<file path="config.mk">
export PLATFORM = sky130hd
export DESIGN_NAME = frac_baud_gen
export DESIGN_NICKNAME = d
export VERILOG_FILES = /design/src/rtl/fbg_pkg.sv /design/src/rtl/fbg_frac_stage.sv /design/src/rtl/fbg_int_div.sv /design/src/rtl/frac_baud_gen.sv
export SDC_FILE = /design/constraint.sdc
export NUM_CORES = 1
export LEC_CHECK = 0
export BUFFER_PORTS_ARGS = -buffer_cell sky130_fd_sc_hd__buf_2
export CAP_MARGIN = 20
export CORE_MARGIN = 5
export CORE_UTILIZATION = 25
export CTS_CLUSTER_DIAMETER = 60
export CTS_CLUSTER_SIZE = 40
export DETAILED_ROUTE_END_ITERATION = 8
export GPL_TIMING_DRIVEN = 0
export PLACE_DENSITY = 0.46
export REMOVE_ABC_BUFFERS = 1
export SLEW_MARGIN = 20
export SYNTH_ARGS = -nofsm -noshare
export SYNTH_HDL_FRONTEND = slang
export SYNTH_HIERARCHICAL = 1
export SYNTH_SLANG_ARGS = --single-unit
</file>
<file path="constraint.sdc">
create_clock -name clk -period 5.16 [get_ports clk]
set_clock_uncertainty 0.05 [all_clocks]
set_input_delay 1.032 -clock clk [delete_from_list [all_inputs] [get_ports clk]]
set_output_delay 1.032 -clock clk [all_outputs]
set_load 0.01 [all_outputs]
</file>
<file path="src/rtl/fbg_pkg.sv">
package fbg_pkg;
   localparam int FRAC_W        = 8;
   localparam int FRAC_DEN_CODE = (1 << FRAC_W) - 1;
   typedef logic [FRAC_W-1:0] frac_t;
endpackage

</file>
<file path="src/rtl/fbg_frac_stage.sv">
module fbg_frac_stage #(
   parameter int W      = 8,
   parameter bit ENABLE = 1'b1
) (
   input  logic         clk,
   input  logic         rst_n,
   input  logic         clr_i,
   input  logic [W-1:0] mult_i,
   input  logic [W-1:0] den_i,
   output logic         en_o
);
   if (ENABLE) begin : g_acc
      logic [W-1:0] acc_q;
      logic         swallow_q;
      logic         bypass;
      logic [W:0]   sum;

      assign bypass = (den_i != {W{1'b1}});
      assign sum    = {1'b0, acc_q} + {1'b0, mult_i};

      // each emitted enable adds M; a carry swallows the following cycle
      always_ff @(posedge clk or negedge rst_n) begin
         if (!rst_n) begin
            acc_q     <= '0;
            swallow_q <= 1'b0;
         end else if (clr_i || bypass) begin
            acc_q     <= '0;
            swallow_q <= 1'b0;
         end else if (swallow_q) begin
            swallow_q <= 1'b0;
         end else begin
            acc_q     <= sum[W-1:0];
            swallow_q <= sum[W];
         end
      end

      assign en_o = !clr_i && (bypass || !swallow_q);
   end else begin : g_plain
      logic unused_cfg;
      assign unused_cfg = ^{mult_i, den_i, clk, rst_n};
      assign en_o       = !clr_i;
   end
endmodule

</file>
<file path="src/rtl/fbg_int_div.sv">
module fbg_int_div #(
   parameter int W = 16
) (
   input  logic         clk,
   input  logic         rst_n,
   input  logic         clr_i,
   input  logic         en_i,
   input  logic [W-1:0] limit_i,
   output logic         en_o
);
   logic [W-1:0] cnt_q;
   logic         hit;

   assign hit  = (cnt_q == limit_i);
   assign en_o = en_i && hit;

   always_ff @(posedge clk or negedge rst_n) begin
      if (!rst_n) begin
         cnt_q <= '0;
      end else if (clr_i) begin
         cnt_q <= '0;
      end else if (en_i) begin
         cnt_q <= hit ? '0 : cnt_q + 1'b1;
      end
   end
endmodule

</file>
<file path="src/rtl/frac_baud_gen.sv">
module frac_baud_gen
   import fbg_pkg::*;
#(
   parameter int BRG_W    = 16,
   parameter int OSR_W    = 4,
   parameter int OSR_MIN  = 4,
   parameter int OSR_RST  = 15,
   parameter bit HAS_FRAC = 1'b1
) (
   input  logic             clk,
   input  logic             rst_n,
   input  logic             cfg_wr,
   input  logic [FRAC_W-1:0] cfg_mult,
   input  logic [FRAC_W-1:0] cfg_den,
   input  logic [BRG_W-1:0] cfg_brg,
   input  logic [OSR_W-1:0] cfg_osr,
   output logic             os_tick,
   output logic             bit_tick
);
   localparam logic [OSR_W-1:0] OSR_FLOOR = OSR_W'(OSR_MIN);
   localparam logic [OSR_W-1:0] OSR_BOOT  = OSR_W'(OSR_RST);
   localparam frac_t            DEN_BOOT  = frac_t'(FRAC_DEN_CODE);

   // elaboration-time parameter checks
   if (BRG_W < 1) begin : g_bad_brg_w
      initial $fatal(1, "BRG_W must be at least 1");
   end
   if (OSR_MIN < 1 || OSR_MIN >= (1 << OSR_W)) begin : g_bad_osr_min
      initial $fatal(1, "OSR_MIN out of range for OSR_W");
   end
   if (OSR_RST < OSR_MIN || OSR_RST >= (1 << OSR_W)) begin : g_bad_osr_rst
      initial $fatal(1, "OSR_RST out of range");
   end

   frac_t            mult_q;
   frac_t            den_q;
   logic [BRG_W-1:0] brg_q;
   logic [OSR_W-1:0] osr_q;
   logic [OSR_W-1:0] osr_in_eff;
   logic             frac_en;
   logic             brg_en;
   logic             osr_en;
   logic             os_tick_q;
   logic             bit_tick_q;

   assign osr_in_eff = (cfg_osr < OSR_FLOOR) ? OSR_FLOOR : cfg_osr;

   always_ff @(posedge clk or negedge rst_n) begin
      if (!rst_n) begin
         mult_q <= '0;
         den_q  <= DEN_BOOT;
         brg_q  <= '0;
         osr_q  <= OSR_BOOT;
      end else if (cfg_wr) begin
         mult_q <= cfg_mult;
         den_q  <= cfg_den;
         brg_q  <= cfg_brg;
         osr_q  <= osr_in_eff;
      end
   end

   fbg_frac_stage #(
      .W      (FRAC_W),
      .ENABLE (HAS_FRAC)
   ) u_frac (
      .clk    (clk),
      .rst_n  (rst_n),
      .clr_i  (cfg_wr),
      .mult_i (mult_q),
      .den_i  (den_q),
      .en_o   (frac_en)
   );

   fbg_int_div #(
      .W (BRG_W)
   ) u_brg (
      .clk     (clk),
      .rst_n   (rst_n),
      .clr_i   (cfg_wr),
      .en_i    (frac_en),
      .limit_i (brg_q),
      .en_o    (brg_en)
   );

   fbg_int_div #(
      .W (OSR_W)
   ) u_osr (
      .clk     (clk),
      .rst_n   (rst_n),
      .clr_i   (cfg_wr),
      .en_i    (brg_en),
      .limit_i (osr_q),
      .en_o    (osr_en)
   );

   always_ff @(posedge clk or negedge rst_n) begin
      if (!rst_n) begin
         os_tick_q  <= 1'b0;
         bit_tick_q <= 1'b0;
      end else if (cfg_wr) begin
         os_tick_q  <= 1'b0;
         bit_tick_q <= 1'b0;
      end else begin
         os_tick_q  <= brg_en;
         bit_tick_q <= osr_en;
      end
   end

   assign os_tick  = os_tick_q;
   assign bit_tick = bit_tick_q;
endmodule

</file>
=== After elaboration in Yosys (flattened, before gate mapping) ===
Cells that the tools add are included.

* Register bits after elaboration: 67
* Input port bits: 39
* Output and inout bits: 2
* Word-level logic and storage cells: 40

* Add/subtract/negate cells: 3
* Order comparisons: 1
* Equal/unequal tests: 4
* Mux-type cells: 13
* Reductions and logical operators: 9

{| class="wikitable"
|+ Operator list
! operator !! count
|-
| 16-bit two-way mux || 3
|-
| 16-bit by 1-bit adder with 16-bit output, second input constant || 1
|-
| 16-bit == test || 1
|-
| 4-bit two-way mux || 4
|-
| 8-bit two-way mux || 2
|-
| 8-bit by 8-bit adder with 9-bit output || 1
|-
| 8-bit != test, second input constant || 1
|-
| 4-bit by 1-bit adder with 4-bit output, second input constant || 1
|-
| 4-bit == test || 1
|-
| 4-bit by 3-bit < comparator with 1-bit output, second input constant || 1
|-
| 1-bit two-way mux || 4
|-
| 2-bit nonzero test || 2
|-
| 1-bit logical AND || 3
|-
| 1-bit zero test || 2
|-
| 1-bit logical OR || 2
|-
| 2-bit != test, second input constant || 1
|}

=== Depth between registers and ports, before layout ===
* Depth after elaboration: 6
* Depth in mapped cells: 9
* Gate-level depth less buffers: 8

=== Modules after synthesis ===
Netlist, hierarchy kept.

{| class="wikitable"
|+ Modules (own cells, without submodules)
! module !! instances !! cells an instance !! area each (sq um) !! seq. area each (sq um)
|-
| frac_baud_gen || 1 || 88 || 1597.8 || 965.9
|-
| fbg_int_div (u_brg) || 1 || 104 || 1049.8 || 400.4
|-
| fbg_frac_stage || 1 || 75 || 710.7 || 225.2
|-
| fbg_int_div (u_osr) || 1 || 28 || 279.0 || 100.1
|}

=== Least setup slack after synthesis ===
No wires, ideal clock.

* Kind: input -> register
* Start: in cfg_wr
* End: reg u_osr.cnt_q[2]
* Setup time: 0.101 ns
* Arrival time: 2.387 ns
* Required time: 5.009 ns
* Setup slack: 2.622 ns
* Stages: 7
* Path buffers: 1
* Cell sequence: a21oi_1 inv_1 nor2_1 buf_2 nand2_1 mux2_2 o32ai_1

* Longest elaborated chain between the ends: 4
* Elaborated cells between the ends (all ways): 5
* Those cells by class: mux: 1; reduce/logical: 4

{| class="wikitable"
|+ Ends and longest elaborated chain
! what !! RTL line !! text
|-
| from (decl) || frac_baud_gen.sv:12 || <nowiki>input logic cfg_wr,</nowiki>
|-
| 1-bit zero test || fbg_frac_stage.sv:37 || <nowiki>assign en_o = !clr_i && (bypass || !swallow_q);</nowiki>
|-
| 1-bit logical AND || fbg_frac_stage.sv:37 ||
|-
| 1-bit logical AND || fbg_int_div.sv:15 || <nowiki>assign en_o = en_i && hit;</nowiki>
|-
| net brg_en || frac_baud_gen.sv:41 || <nowiki>logic brg_en;</nowiki>
|-
| 2-bit nonzero test (no line) || n/a ||
|-
| to (signal assigned) || fbg_int_div.sv:23 || <nowiki>cnt_q <= hit ? '0 : cnt_q + 1'b1;</nowiki>
|-
| to (decl) || fbg_int_div.sv:11 || <nowiki>logic [W-1:0] cnt_q;</nowiki>
|}

The timed path passes the listed nets, and every way through them passes these cells.
A chain may end at the register's enable or synchronous reset.

=== Worst setup path after layout ===
* Start: in cfg_wr
* End: reg u_osr.cnt_q[2]

* Longest elaborated chain between the ends: 4
* Elaborated cells between the ends (all ways): 5
* Those cells by class: mux: 1; reduce/logical: 4

{| class="wikitable"
|+ Ends and longest elaborated chain
! what !! RTL line !! text
|-
| 1-bit zero test || fbg_frac_stage.sv:37 ||
|-
| 1-bit logical AND || fbg_frac_stage.sv:37 ||
|-
| net frac_en || frac_baud_gen.sv:40 || <nowiki>logic frac_en;</nowiki>
|-
| 1-bit logical AND || fbg_int_div.sv:15 ||
|-
| net brg_en || frac_baud_gen.sv:41 ||
|-
| 2-bit nonzero test (no line) || n/a ||
|}

The timed path passes the listed nets, and every way through them passes these cells.

==> impl_results.rst <==
.. list-table::
   :header-rows: 1

   * - Metric
     - Value
   * - Compound-gate portion of the synthesized area
     - 6.846%
   * - DR vias
     - 2279
   * - Largest net degree at the start of global routing
     - 51
   * - Maximum clock rate
     - 0.3097 GHz
   * - Endpoint class of the critical path
     - flop
   * - Placed wire-length estimate
     - 4.973 mm
   * - Final sum of negative setup slack
     - 0 ns
   * - Number of warnings issued by yosys
     - 6
   * - Internal reg-to-reg setup slack
     - 2.36 ns
   * - Hold depth
     - 2
   * - Root Buffer Master
     - sky130_fd_sc_hd__clkbuf_16
   * - Setup bufs post-CTS
     - 0
   * - Cell area after synthesis
     - 3637 sq um
   * - Area growth syn-to-layout
     - 18.71%
   * - Type of the worst min-delay path
     - flop to flop
   * - GRT Total Usage
     - 9.083%
   * - TritonCTS clock tree
     - built
   * - Crit path required time
     - 5.34 ns
   * - Count of different cell masters after synthesis
     - 54
   * - Synthesized-area fraction occupied by and/or/nand/nor cells
     - 14.76%
   * - Port Buffer Count
     - 40
   * - Post-synthesis xor/xnor area fraction
     - 8.187%
   * - Sequential element share of the synthesized area
     - 46.51%
   * - Area enclosed by the die boundary
     - 17060 sq um
   * - Crit path launch type
     - input port
   * - Antenna violations before repair
     - 0
   * - Share of the clock period used by the worst path
     - 62.57%
   * - Number of optimization iterations in the first detailed-route pass
     - 4
   * - Final cell count without fillers
     - 527
   * - Number of standard cells after synthesis
     - 295
   * - Via count of the first global-routing pass
     - 2333
   * - Total of max-cap violations
     - 0
   * - Chip Width
     - 130.6 microns
   * - Capture endpoint of the worst hold path
     - osr_q[1]
   * - Std-Cell Core Area
     - 14420 sq um
   * - End of the worst register-to-register path
     - u_osr/cnt_q[2]
   * - Wire length per cell after detailed routing
     - 13.53 microns
   * - Post-synth EDFFs
     - 0
   * - Worst-skew pair later-pin latency
     - 0.33 ns
   * - Max-slew headroom at the worst pin
     - 48.13%
   * - Initial core utilization
     - 25.22%
   * - CP max FO
     - 50
   * - Startpoint of the most critical register-to-register path
     - u_frac/g_acc.swallow_q
   * - Post-CTS clock slew at the launch and capture registers of the worst setup and hold paths
     - 0.06 ns
   * - Hold-fix buffers at CTS
     - 0
   * - Post-synthesis share of cell area spent on full adders, half adders and majority gates
     - 3.990%
   * - # clock sinks
     - 67
   * - Final setup violation count
     - 0
   * - Fraction of the core area covered by cells at the end of the flow
     - 29.94%
   * - Signal arrival time at the worst endpoint
     - 3.41 ns
   * - Ports
     - 41
   * - Layout cells sized above 1
     - 37.90%
   * - Maximum resistive drop on vdd
     - 0.1545 mV
   * - # placed instances
     - 511
   * - Multiplexer share of the synthesized area
     - 15.48%
   * - Post-route DRC violation count
     - 0
   * - Count of fill cells added during filler insertion
     - 1517
   * - Total clock buffers created by CTS
     - 9
   * - Peak per-stage delay on the critical path
     - 0.66 ns
   * - Run status
     - completed
   * - LEAKAGE
     - 2.014 nW
   * - Final weighted congestion in routability-driven placement
     - 0.8391
   * - RSZ-0062 raised after global routing
     - no
   * - Post-cts sizing count
     - 0
   * - Number of nets at the end of the flow
     - 388
   * - Prevailing post-synth register cell
     - sky130_fd_sc_hd__dfrtp_1
   * - Ratio of routed vias to standard cells
     - 4.324
   * - Cell chain of the critical path
     - buf_4, buf_16, a21oi_1, inv_1, nor2_1, nand2_1, mux2_2, o32ai_1
   * - Post-synth ARST share
     - 100.0%
   * - # H-tree levels
     - 3
   * - Wire length after detailed routing
     - 7.130 mm
   * - Synth Area per Inst
     - 12.33 sq um
   * - Min Clock Period, post-route
     - 3.229 ns
   * - Flip-flop and latch count after synthesis
     - 67
   * - Class of the most critical setup path
     - input port to flop
   * - Total overflow reported by the global router
     - 0
   * - Startpoint of the worst hold path
     - osr_q[1]
   * - Number of buffers on the longest clock path
     - 2
   * - Final Hold Fails
     - 0
   * - Max Transition Viols Final
     - 0
   * - Number of inserted diodes
     - 0
   * - Standard cell with the maximum stage delay on the critical path
     - sky130_fd_sc_hd__nor2_1
   * - Number of DRC markers after the initial detailed-route iteration
     - 70
   * - Post-detailed-route count of antenna-violating nets
     - 0
   * - Placement Rows
     - 44
   * - Worst r2r path cells
     - 6
   * - DIE HEIGHT
     - 130.6 microns
   * - Worst Max-Slew Pin Slew
     - 0.7751 ns
   * - Largest family of logic cells by synthesized area
     - multiplexers
   * - Power per Cell Area
     - 316.2 nW/um^2
   * - First-pass GRT wire length
     - 12.01 mm
sequential cells by signal, summed over array words and instances, names as in the netlist:
name and count:
u_frac/g_acc.acc_q 8, den_q 8, u_brg/cnt_q 16, brg_q 16, bit_tick 1, u_frac/g_acc.swallow_q 1
u_osr/cnt_q 4, os_tick 1, mult_q 8, osr_q 4
worst max path at each step:
| stage | start | endpoint | slack [ns] | cells after the start |
|---|---|---|---|---|
| after global placement | cfg_wr | u_osr/cnt_q[2] | 1.14 | 7 |
| after floorplan | cfg_wr | u_osr/cnt_q[2] | 2.49 | 6 |
| after CTS | cfg_wr | u_osr/cnt_q[2] | 1.85 | 8 |
| final | cfg_wr | u_osr/cnt_q[2] | 1.93 | 8 |
| after global routing | cfg_wr | u_osr/cnt_q[2] | 1.59 | 8 |
| after detailed placement | cfg_wr | u_osr/cnt_q[2] | 1.49 | 8 |
through the flow:
| stage | area [sq um] | power [mW] | hold slack [ns] | worst slack, ns |
|---|---|---|---|---|
| 2_1_floorplan | 3510 | 0.6723 | 0.4120 | 2.488 |
| 3_3_place_gp | 3940 | 0.7255 | 0.4284 | 1.145 |
| 3_5_place_dp | 4000 | 0.7314 | 0.4288 | 1.494 |
| 4_1_cts | 4318 | 1.391 | 0.4381 | 1.847 |
| 5_1_grt | 4318 | 1.426 | 0.4537 | 1.587 |
| 6_report | 4318 | 1.366 | 0.4370 | 1.931 |
critical path, delay by kind of cell:
family          cells  cell delay, ns
compound gates      2            0.69
buf+inv             3            0.64
mux                 1            0.28
simple gates        2            0.75
cells in the final DEF (no fill, tap or decap), types with 6 or more instances in the layout:
cell / instances
sky130_fd_sc_hd__xor2_1: 28
sky130_fd_sc_hd__clkbuf_16: 9
sky130_fd_sc_hd__nor2_1: 20
sky130_fd_sc_hd__nor2_2: 10
sky130_fd_sc_hd__nor4_2: 6
sky130_fd_sc_hd__buf_2: 38
sky130_fd_sc_hd__nand3_1: 10
sky130_fd_sc_hd__xnor2_1: 6
sky130_fd_sc_hd__a21oi_1: 9
sky130_fd_sc_hd__nand2_1: 17
sky130_fd_sc_hd__ha_1: 10
sky130_fd_sc_hd__dfrtp_1: 55
sky130_fd_sc_hd__mux2i_1: 6
sky130_fd_sc_hd__mux2_4: 32
sky130_fd_sc_hd__inv_1: 6
sky130_fd_sc_hd__dfstp_2: 12
power breakdown:
group | internal (mW) | total (mW) | leakage (nW) | switching, mW
Sequential | 0.563 | 0.586 | 0.839 | 0.0231
Clock | 0.427 | 0.646 | 0.156 | 0.219
Combinational | 0.0748 | 0.134 | 1.02 | 0.0591
layout make-up:
class	instances	area, sq um	share of cell area [%]
tap	184	230.2	5.332
inverter	7	26.28	0.6085
sequential	67	1692	39.18
multi-input combinational	211	1792	41.50
clock inverter	1	30.03	0.6955
timing repair buffer	42	260.3	6.027
clock buffer	15	287.8	6.665
cell usage after synthesis (all sizes together), types with 2 or more instances:
cell type | n | area [sq um]
nand2 | 18 | 70.07
o22ai | 3 | 18.77
buf | 10 | 127.6
dfrtp | 55 | 1376
a21o | 3 | 22.52
mux2i | 6 | 60.06
ha | 10 | 125.1
a211oi | 2 | 20.02
nand2b | 2 | 12.51
nand3b | 2 | 15.01
a21oi | 10 | 53.80
xnor2 | 6 | 52.55
o32ai | 2 | 17.52
dfstp | 12 | 315.3
and3 | 3 | 20.02
nor2b | 2 | 12.51
or3 | 3 | 23.77
mux2 | 34 | 503.0
o21ai | 3 | 15.01
nor3 | 6 | 35.03
nor2 | 30 | 137.6
nor4 | 6 | 75.07
o31a | 2 | 17.52
xor2 | 28 | 245.2
inv | 7 | 26.27
nand4 | 6 | 43.79
a31oi | 2 | 12.51
nand3 | 11 | 60.06
routing by layer:
layer  routed length, microns  GRT usage [%]
met1                     3442          12.10
met2                     3240          13.69
met3                      365          3.171
met4                       82          3.267
met5                        0              0
kinds of logic (layout without fill, tap and decap cells):
group	count (synthesis)	count (layout)
DFF	67	67
AOI/OAI and AO/OA	33	33
muxes	40	40
buffers and inverters	17	65
xor gates and xnor gates	34	34
and+or+nand+nor	93	93
adders and majority gates	11	11
Note: power is estimated with default switching activity, not from simulation.
